File: config.mk
export PLATFORM = sky130hd
export DESIGN_NAME = sbus_word_rx
export DESIGN_NICKNAME = d
export VERILOG_FILES = /design/src/rtl/sbus_rx_pkg.sv /design/src/rtl/sbus_frame_ctr.sv /design/src/rtl/sbus_timing_dec.sv /design/src/rtl/sbus_word_dec.sv /design/src/rtl/sbus_word_rx.sv
export SDC_FILE = /design/constraint.sdc
export NUM_CORES = 1
export LEC_CHECK = 0
export BUFFER_PORTS_ARGS = -buffer_cell sky130_fd_sc_hd__buf_2
export CORE_ASPECT_RATIO = 0.5
export CORE_MARGIN = 4
export CORE_UTILIZATION = 34
export CTS_CLUSTER_SIZE = 20
export DETAILED_ROUTE_END_ITERATION = 10
export GPL_TIMING_DRIVEN = 1
export SYNTH_ARGS = -nofsm -noshare
export SYNTH_HDL_FRONTEND = slang
export SYNTH_SLANG_ARGS = --single-unit
File: constraint.sdc
create_clock -name clk_i -period 3.71 [get_ports clk_i]
set_input_delay 0.1855 -clock clk_i [delete_from_list [all_inputs] [get_ports clk_i]]
set_output_delay 0.1855 -clock clk_i [all_outputs]
set_load 0.03 [all_outputs]
File: src/rtl/sbus_rx_pkg.sv
package sbus_rx_pkg;
  localparam int CNT_W    = 7;
  localparam int ADDR_W   = 5;
  localparam int DATA_W   = 8;
  localparam int NCTL     = 4;
  localparam int CLR_CNT  = 1;
  localparam int STAT_CNT = ADDR_W + 2;
  localparam int LOAD_CNT = STAT_CNT + DATA_W;

  typedef enum int {CTL_CLR = 0, CTL_STAT = 1, CTL_LOAD = 2, CTL_TXEND = 3} ctl_e;

  // timing table entry: index = {enable, count}
  function automatic logic [NCTL-1:0] tdec(input int idx, input int cnt_w);
    logic [NCTL-1:0] v;
    int c;
    v = '0;
    c = idx % (1 << cnt_w);
    if ((idx >> cnt_w) % 2 == 1) begin
      v[CTL_CLR]   = (c == CLR_CNT);
      v[CTL_STAT]  = (c == STAT_CNT);
      v[CTL_LOAD]  = (c == LOAD_CNT);
      v[CTL_TXEND] = (c == LOAD_CNT);
    end
    return v;
  endfunction
endpackage

File: src/rtl/sbus_frame_ctr.sv
module sbus_frame_ctr #(
  parameter int CNT_W = sbus_rx_pkg::CNT_W
) (
  input  logic             clk_i,
  input  logic             rst_ni,
  input  logic             strobe_i,
  input  logic             bclk_i,
  output logic [CNT_W-1:0] cnt_o,
  output logic             shift_o,
  output logic             fresh_o
);
  localparam logic [CNT_W-1:0] CNT_MAX = '1;

  logic stb_q, bclk_q, fresh_q;
  logic [CNT_W-1:0] cnt_q;
  logic stb_edge, tick;

  assign stb_edge = strobe_i & ~stb_q;
  assign tick     = bclk_i & ~bclk_q;
  assign shift_o  = tick & ~stb_edge;
  assign cnt_o    = cnt_q;
  assign fresh_o  = fresh_q;

  always_ff @(posedge clk_i or negedge rst_ni) begin
    if (!rst_ni) begin
      stb_q   <= 1'b0;
      bclk_q  <= 1'b0;
      fresh_q <= 1'b0;
      cnt_q   <= '0;
    end else begin
      stb_q   <= strobe_i;
      bclk_q  <= bclk_i;
      fresh_q <= shift_o;
      if (stb_edge)                      cnt_q <= '0;
      else if (tick && cnt_q != CNT_MAX) cnt_q <= cnt_q + 1'b1;
    end
  end

  AST_CNT_CLR: assert property (@(posedge clk_i) disable iff (!rst_ni)
    (strobe_i && !stb_q) |=> cnt_o == '0);
  AST_CNT_STEP: assert property (@(posedge clk_i) disable iff (!rst_ni)
    (shift_o && cnt_o != CNT_MAX) |=> cnt_o == $past(cnt_o) + 1'b1);
  AST_CNT_SAT: assert property (@(posedge clk_i) disable iff (!rst_ni)
    (cnt_o == CNT_MAX && !(strobe_i && !stb_q)) |=> cnt_o == CNT_MAX);
endmodule

File: src/rtl/sbus_timing_dec.sv
module sbus_timing_dec #(
  parameter int CNT_W = sbus_rx_pkg::CNT_W,
  parameter int NCTL  = sbus_rx_pkg::NCTL
) (
  input  logic             addr_en_i,
  input  logic             fresh_i,
  input  logic [CNT_W-1:0] cnt_i,
  output logic [NCTL-1:0]  ctl_o
);
  localparam int DEPTH = 1 << (CNT_W + 1);

  logic [NCTL-1:0] rom [DEPTH];

  for (genvar i = 0; i < DEPTH; i++) begin : g_rom
    assign rom[i] = sbus_rx_pkg::tdec(i, CNT_W);
  end

  assign ctl_o = fresh_i ? rom[{addr_en_i, cnt_i}] : '0;

  always_comb begin
    AST_CTL_GATED: assert (addr_en_i || ctl_o == '0);
  end
endmodule

File: src/rtl/sbus_word_dec.sv
module sbus_word_dec
  import sbus_rx_pkg::*;
#(
  parameter int ADDR_W = sbus_rx_pkg::ADDR_W,
  parameter int DATA_W = sbus_rx_pkg::DATA_W
) (
  input  logic              clk_i,
  input  logic              rst_ni,
  input  logic              shift_i,
  input  logic              data_i,
  input  logic [NCTL-1:0]   ctl_i,
  input  logic [ADDR_W-1:0] unit_addr_i,
  input  logic              rd_i,
  output logic [DATA_W-1:0] buf_o,
  output logic              irq_o,
  output logic              xmit_o
);
  localparam int SR_W = (ADDR_W + 2 > DATA_W) ? ADDR_W + 2 : DATA_W;

  logic [SR_W-1:0]   sr_q;
  logic [DATA_W-1:0] buf_q;
  logic              rcv_q, xmit_q, irq_q;
  logic              match, dir;
  logic              p_clr, p_stat, p_load, p_txend;

  assign p_clr   = ctl_i[CTL_CLR];
  assign p_stat  = ctl_i[CTL_STAT];
  assign p_load  = ctl_i[CTL_LOAD];
  assign p_txend = ctl_i[CTL_TXEND];
  // at the status point: sr[ADDR_W:1] = address, sr[0] = direction
  assign match   = (sr_q[ADDR_W:1] == unit_addr_i);
  assign dir     = sr_q[0];

  always_ff @(posedge clk_i or negedge rst_ni) begin
    if (!rst_ni) begin
      sr_q   <= '0;
      buf_q  <= '0;
      rcv_q  <= 1'b0;
      xmit_q <= 1'b0;
      irq_q  <= 1'b0;
    end else begin
      if (shift_i) sr_q <= {sr_q[SR_W-2:0], data_i};
      if (p_clr) begin
        rcv_q  <= 1'b0;
        xmit_q <= 1'b0;
      end
      if (p_stat) begin
        rcv_q  <= match & ~dir;
        xmit_q <= match & dir;
      end
      if (p_load) begin
        if (rcv_q) buf_q <= sr_q[DATA_W-1:0];
        rcv_q <= 1'b0;
      end
      if (p_txend) xmit_q <= 1'b0;
      if (p_load && rcv_q) irq_q <= 1'b1;
      else if (rd_i)       irq_q <= 1'b0;
    end
  end

  assign buf_o  = buf_q;
  assign irq_o  = irq_q;
  assign xmit_o = xmit_q;

  AST_XMIT_FROM_STAT: assert property (@(posedge clk_i) disable iff (!rst_ni)
    $rose(xmit_o) |-> $past(ctl_i[CTL_STAT]));
  AST_NO_MATCH_IDLE: assert property (@(posedge clk_i) disable iff (!rst_ni)
    (ctl_i[CTL_STAT] && sr_q[ADDR_W:1] != unit_addr_i) |=> !xmit_o);
  AST_IRQ_FROM_LOAD: assert property (@(posedge clk_i) disable iff (!rst_ni)
    $rose(irq_o) |-> $past(ctl_i[CTL_LOAD]));
  AST_RD_CLEARS: assert property (@(posedge clk_i) disable iff (!rst_ni)
    (rd_i && !ctl_i[CTL_LOAD]) |=> !irq_o);
  AST_BUF_HOLD: assert property (@(posedge clk_i) disable iff (!rst_ni)
    !ctl_i[CTL_LOAD] |=> $stable(buf_o));
endmodule

File: src/rtl/sbus_word_rx.sv
module sbus_word_rx
  import sbus_rx_pkg::*;
(
  input  logic              clk_i,
  input  logic              rst_ni,
  input  logic              bus_strobe_i,
  input  logic              bus_clk_i,
  input  logic              bus_data_i,
  input  logic              addr_en_i,
  input  logic [ADDR_W-1:0] unit_addr_i,
  input  logic              rd_i,
  output logic [DATA_W-1:0] rd_data_o,
  output logic              rx_irq_o,
  output logic              xmit_en_o
);
  logic [CNT_W-1:0] cnt;
  logic             shift, fresh;
  logic [NCTL-1:0]  ctl;

  sbus_frame_ctr #(.CNT_W(CNT_W)) u_ctr (
    .clk_i    (clk_i),
    .rst_ni   (rst_ni),
    .strobe_i (bus_strobe_i),
    .bclk_i   (bus_clk_i),
    .cnt_o    (cnt),
    .shift_o  (shift),
    .fresh_o  (fresh)
  );

  sbus_timing_dec #(.CNT_W(CNT_W), .NCTL(NCTL)) u_dec (
    .addr_en_i (addr_en_i),
    .fresh_i   (fresh),
    .cnt_i     (cnt),
    .ctl_o     (ctl)
  );

  sbus_word_dec #(.ADDR_W(ADDR_W), .DATA_W(DATA_W)) u_word (
    .clk_i       (clk_i),
    .rst_ni      (rst_ni),
    .shift_i     (shift),
    .data_i      (bus_data_i),
    .ctl_i       (ctl),
    .unit_addr_i (unit_addr_i),
    .rd_i        (rd_i),
    .buf_o       (rd_data_o),
    .irq_o       (rx_irq_o),
    .xmit_o      (xmit_en_o)
  );
endmodule

# Word-level counts from Yosys, hierarchy flattened
# Memories as Yosys holds them, arrays and structs flattened.
# Cells that the tools add are included.
# word_totals
reg_bits	29
mem_bits_ro	1024
n_memories	1
# op_classes
add_sub_neg	1
magnitude_cmp	1
n_eq_ne	2
n_mux	12
bitwise	10
reduce_logical	7
# memory_table
memory	depth	width	rd	rd_ports_with_merged_regs	write_ports	line	text
(no name shown)	256	4	1	0	0	sbus_timing_dec.sv:18	assign ctl_o = fresh_i ? rom[{addr_en_i, cnt_i}] : '0;
# ops
operator	n
7-bit two-way mux	2
4-bit two-way mux	3
9-bit greater-or-equal comparator (second input constant)	1
8-bit inverter with 9-bit output	1
7-bit by 1-bit adder with 7-bit output (second input constant)	1
1-bit two-way mux	7
7-bit inequality test (second input constant)	1
3-bit nonzero test	2
1-bit bitwise AND	5
5-bit == test	1
1-bit inverter	4
2-bit nonzero test	2
1-bit logical AND	2
2-bit AND reduction	1

# Longest topological paths before layout
# logic_depth
ltp_word	8
ltp_mapped	6
depth_no_buf	6

# Modules after synthesis
# Synthesis repeated with hierarchy kept, for this count alone.
# hier_totals
hier_cells	108
area_unflattened_um2	1350.0
# modules_own_cells
mod	instances	cells_per_inst	area_per_inst_um2
sbus_word_dec	1	54	775.7
sbus_frame_ctr	1	44	484.2
sbus_timing_dec	1	10	90.1

# Worst setup path after synthesis
# OpenSTA, ideal clock, no wires.
# synth_path
path_type	register to register
start	register u_ctr.cnt_q[0], in the netlist u_ctr.cnt_o[0]
end	register u_word.buf_q[0], in the netlist u_word.buf_o[0]
setup_ns	0.125
arrival_time_ns	1.543
required_ns	3.585
path_slack_ns	2.042
stages_incl_launch_ff	7
cell_sequence	dfrtp_1 -> ha_1 -> ha_1 -> and4_4 -> and3_4 -> buf_12 -> mux2_4
# synth_between
elab_chain_cells	6
# synth_lines
element	line	text
start: declaration	sbus_frame_ctr.sv:15	logic [CNT_W-1:0] cnt_q;
start signal: assignment	sbus_frame_ctr.sv:35	else if (tick && cnt_q != CNT_MAX) cnt_q <= cnt_q + 1'b1;
8-bit inverter with 9-bit output (not written as such)	sbus_timing_dec.sv:18	
memory 256 x 4 bit	--	
4-bit two-way mux (not written as such) (2 in a row)	sbus_timing_dec.sv:18	
4-bit two-way mux	sbus_timing_dec.sv:18	
2-bit AND reduction (no line)	--	
end signal: assignment	sbus_word_dec.sv:52	if (rcv_q) buf_q <= sr_q[DATA_W-1:0];
end: declaration	sbus_word_dec.sv:21	logic [DATA_W-1:0] buf_q;
# Every way passes these cells. The select of a mux whose other input is x is not followed.
# A chain may end at the register's enable or synchronous reset.

# Worst setup path in the final report
# layout_path
start	register u_ctr.cnt_q[0], in the netlist u_ctr.cnt_o[0]
end	register u_word.buf_q[3], in the netlist u_word.buf_o[3]
# Same word-level chain as after synthesis.

==> flow_summary.toml <==
[timing]
setup_viol = 0
max_freq_mhz = 583
slew_violations = 0
maxSlewHeadroom = 0.569
timing.hold.ws_ns = 0.0303
fin_crit_sh = 0.462
rsz0062_at_grt = "false"
setup_slack_ns = 2.00
tns_ns = 0
period_needed_ns = 1.71
skew_ns = 0.00746
tightest_slew_ns = 0.646
hold_viol = 0

[clock_network]
cts.sinks = 29
clk_latency_ns = 0.28
cts_max_path_buffers = 2
numCtsBuffers = 5
htree_num_levels = 2
clk_pin_slew_ns = 0.07
cts_tree = "built"
cts_resized = 0
root_buffer = "clkbuf_8"

[routing]
vias_per_cell = 4.61
drtIter0Drc = 25
first_pass_iters = 4
vias = 852
ant_nets = 0
drc = 0
drt-total-wl_mm = 2.35
wl_per_cell_um = 12.7

[global_routing]
grt_use_met2 = 0.167
overflow = 0
grt_max_degree = 30
grt_pass1_vias = 885
grt_pass1_wl_mm = 4.16
antenna_found_initial = 0
busiest_layer = "met2"
use_met1 = 0.146
grt.met3_usage = 0.0445
grt_usage = 0.115

[worst_hold_path]
hold_path.class = "in2reg"

[die]
core_area_um2 = 3600
dieArea_um2 = 5040
num_io_pins = 22
fp.dieW_um = 96.5
rows = 15
dieHeight_um = 52.2
initial_core_util = 0.369

[place]
dp_slack_ns = 2.00
routabilityCongestion = 0.850
port_buffers = 21
dp_hpwl_mm = 1.69

[setup_path]
cp.arrival_ns = 1.88
path_max_fanout = 9
critPathCaptureType = "flip-flop"
criticalPathCategory = "reg2reg"
start_kind = "flip-flop"
cp.required_ns = 3.88

[logic_synthesis]
syn_inst = 106
async_reset_ff_frac = 1.00
syn-cell-area_um2 = 1330
ys_warn_count = 0
synth_ff_type = "dfrtp_1"
synth_nets = 121
yosysUniqueCellTypes = 34
synth_seq_cells = 29
synth_edf_count = 0
synth-seq-area-share = 0.545
avgSynthCellArea_um2 = 12.6

[cells_and_area]
insertedDiodeCount = 0
nNetsFinal = 148
fin_util = 0.450
fillers = 346
drive_above_1_share = 0.351
area_growth_pct = 21.7

[power_and_ir_drop]
p_per_area_nw_per_um2 = 537
p_total_uw = 870
ir_worst_vdd_mv = 0.190
p_leak_nw = 0.794

[status]
status = "finished, final reports clean"

[flow_run]
maxCapViolations = 0
[flip-flops by register name, indices dropped and copies added, names as in the netlist]
register,count
u_ctr.bclk_q,1
u_ctr.cnt_o,7
u_ctr.fresh_o,1
u_ctr.stb_q,1
u_word.buf_o,8
u_word.irq_o,1
u_word.rcv_q,1
u_word.sr_q,8
u_word.xmit_o,1
[final timing paths]
| kind | startpoint | end | slack, ns | cells after the start |
|---|---|---|---|---|
| worst max register to register | u_ctr.cnt_o[0] | u_word.buf_o[3] | 2.00 | 5 |
| worst min-delay path | bus_strobe_i | u_ctr.stb_q | 0.03 | 1 |
| worst max-delay path | u_ctr.cnt_o[0] | u_word.buf_o[3] | 2.00 | 5 |
| worst min register to register | u_word.irq_o | u_word.irq_o | 0.48 | 1 |
| max in group asynchronous | rst_ni | u_ctr.cnt_o[3] | 2.82 | 2 |
| min in group asynchronous | rst_ni | u_ctr.cnt_o[1] | 0.47 | 2 |
[critical path, cell delays in order (launching register included)]
cell and delay, ns:
dfrtp_1 0.40, ha_1 0.21, ha_1 0.17, and4_4 0.21, and3_4 0.30, mux2_4 0.32
[layout make-up]
type / instances / area, um^2 / area share
Multi-Input combinational cell: 70 / 563 / 0.347
Inverter: 5 / 18.8 / 0.0116
Clock buffer: 5 / 68.8 / 0.0425
Sequential cell: 29 / 726 / 0.448
Clock inverter: 3 / 65.1 / 0.0402
Tap cell: 51 / 63.8 / 0.0394
Timing Repair Buffer: 22 / 115 / 0.0710
[per-layer routing]
layer / vias up / wire length [um]
met5: - / 0
met1: 413 / 1130
li1: 424 / -
met4: 0 / 48
met3: 5 / 94
met2: 10 / 1080
[through the flow]
step                cell area (um^2)  instances
global route                    1620        185
finish                          1620        185
CTS                             1620        185
detailed placement              1480        176
global placement                1480        176
floorplan                       1330        106
[repair_timing]
item                                   CTS  global route
endpoints found under the hold margin   29             0
setup buffers                            0             0
hold buffers                             1             0
setup endpoints to repair                0             0
[logic make-up (layout without fill, tap and decap cells)]
| logic type | after synthesis | after routing | synth area share |
|---|---|---|---|
| buf+inv | 7 | 35 | 0.0320 |
| simple gates | 32 | 32 | 0.135 |
| mux | 14 | 14 | 0.141 |
| xor+xnor | 8 | 8 | 0.0526 |
| compound gates | 13 | 13 | 0.0658 |
| fa+ha+maj | 3 | 3 | 0.0282 |
| flops | 29 | 29 | 0.545 |
[cell usage in the layout (no fill, tap or decap), types with 4 or more instances in the layout]
cell type,n
nand2_1,8
mux2_4,8
dfrtp_1,29
inv_1,5
nand3_1,4
xor2_1,5
clkbuf_8,5
buf_2,21
mux2_2,6
nor2_1,5
[where the power goes]
| group | leakage, nW | total (mW) | internal [mW] | switching [mW] |
|---|---|---|---|---|
| Clock | 0.0681 | 0.390 | 0.267 | 0.124 |
| Sequential | 0.387 | 0.391 | 0.354 | 0.0370 |
| Combinational | 0.339 | 0.0882 | 0.0492 | 0.0390 |
| Total | 0.794 | 0.870 | 0.670 | 0.200 |
[Yosys cell counts (2+ instances only)]
| library cell | n | area [um^2] |
|---|---|---|
| xnor2_1 | 3 | 26.3 |
| mux2_4 | 8 | 120 |
| nand2_1 | 8 | 30.0 |
| ha_1 | 3 | 37.5 |
| mux2_2 | 6 | 67.6 |
| xor2_1 | 5 | 43.8 |
| nand3_1 | 4 | 20.0 |
| nand2b_1 | 2 | 12.5 |
| dfrtp_1 | 29 | 726 |
| nor2_1 | 5 | 18.8 |
| inv_1 | 5 | 18.8 |
| o21ai_1 | 3 | 15.0 |
| nor2b_1 | 2 | 12.5 |
| o21ai_0 | 3 | 15.0 |
(Power assumes the default switching activity.)
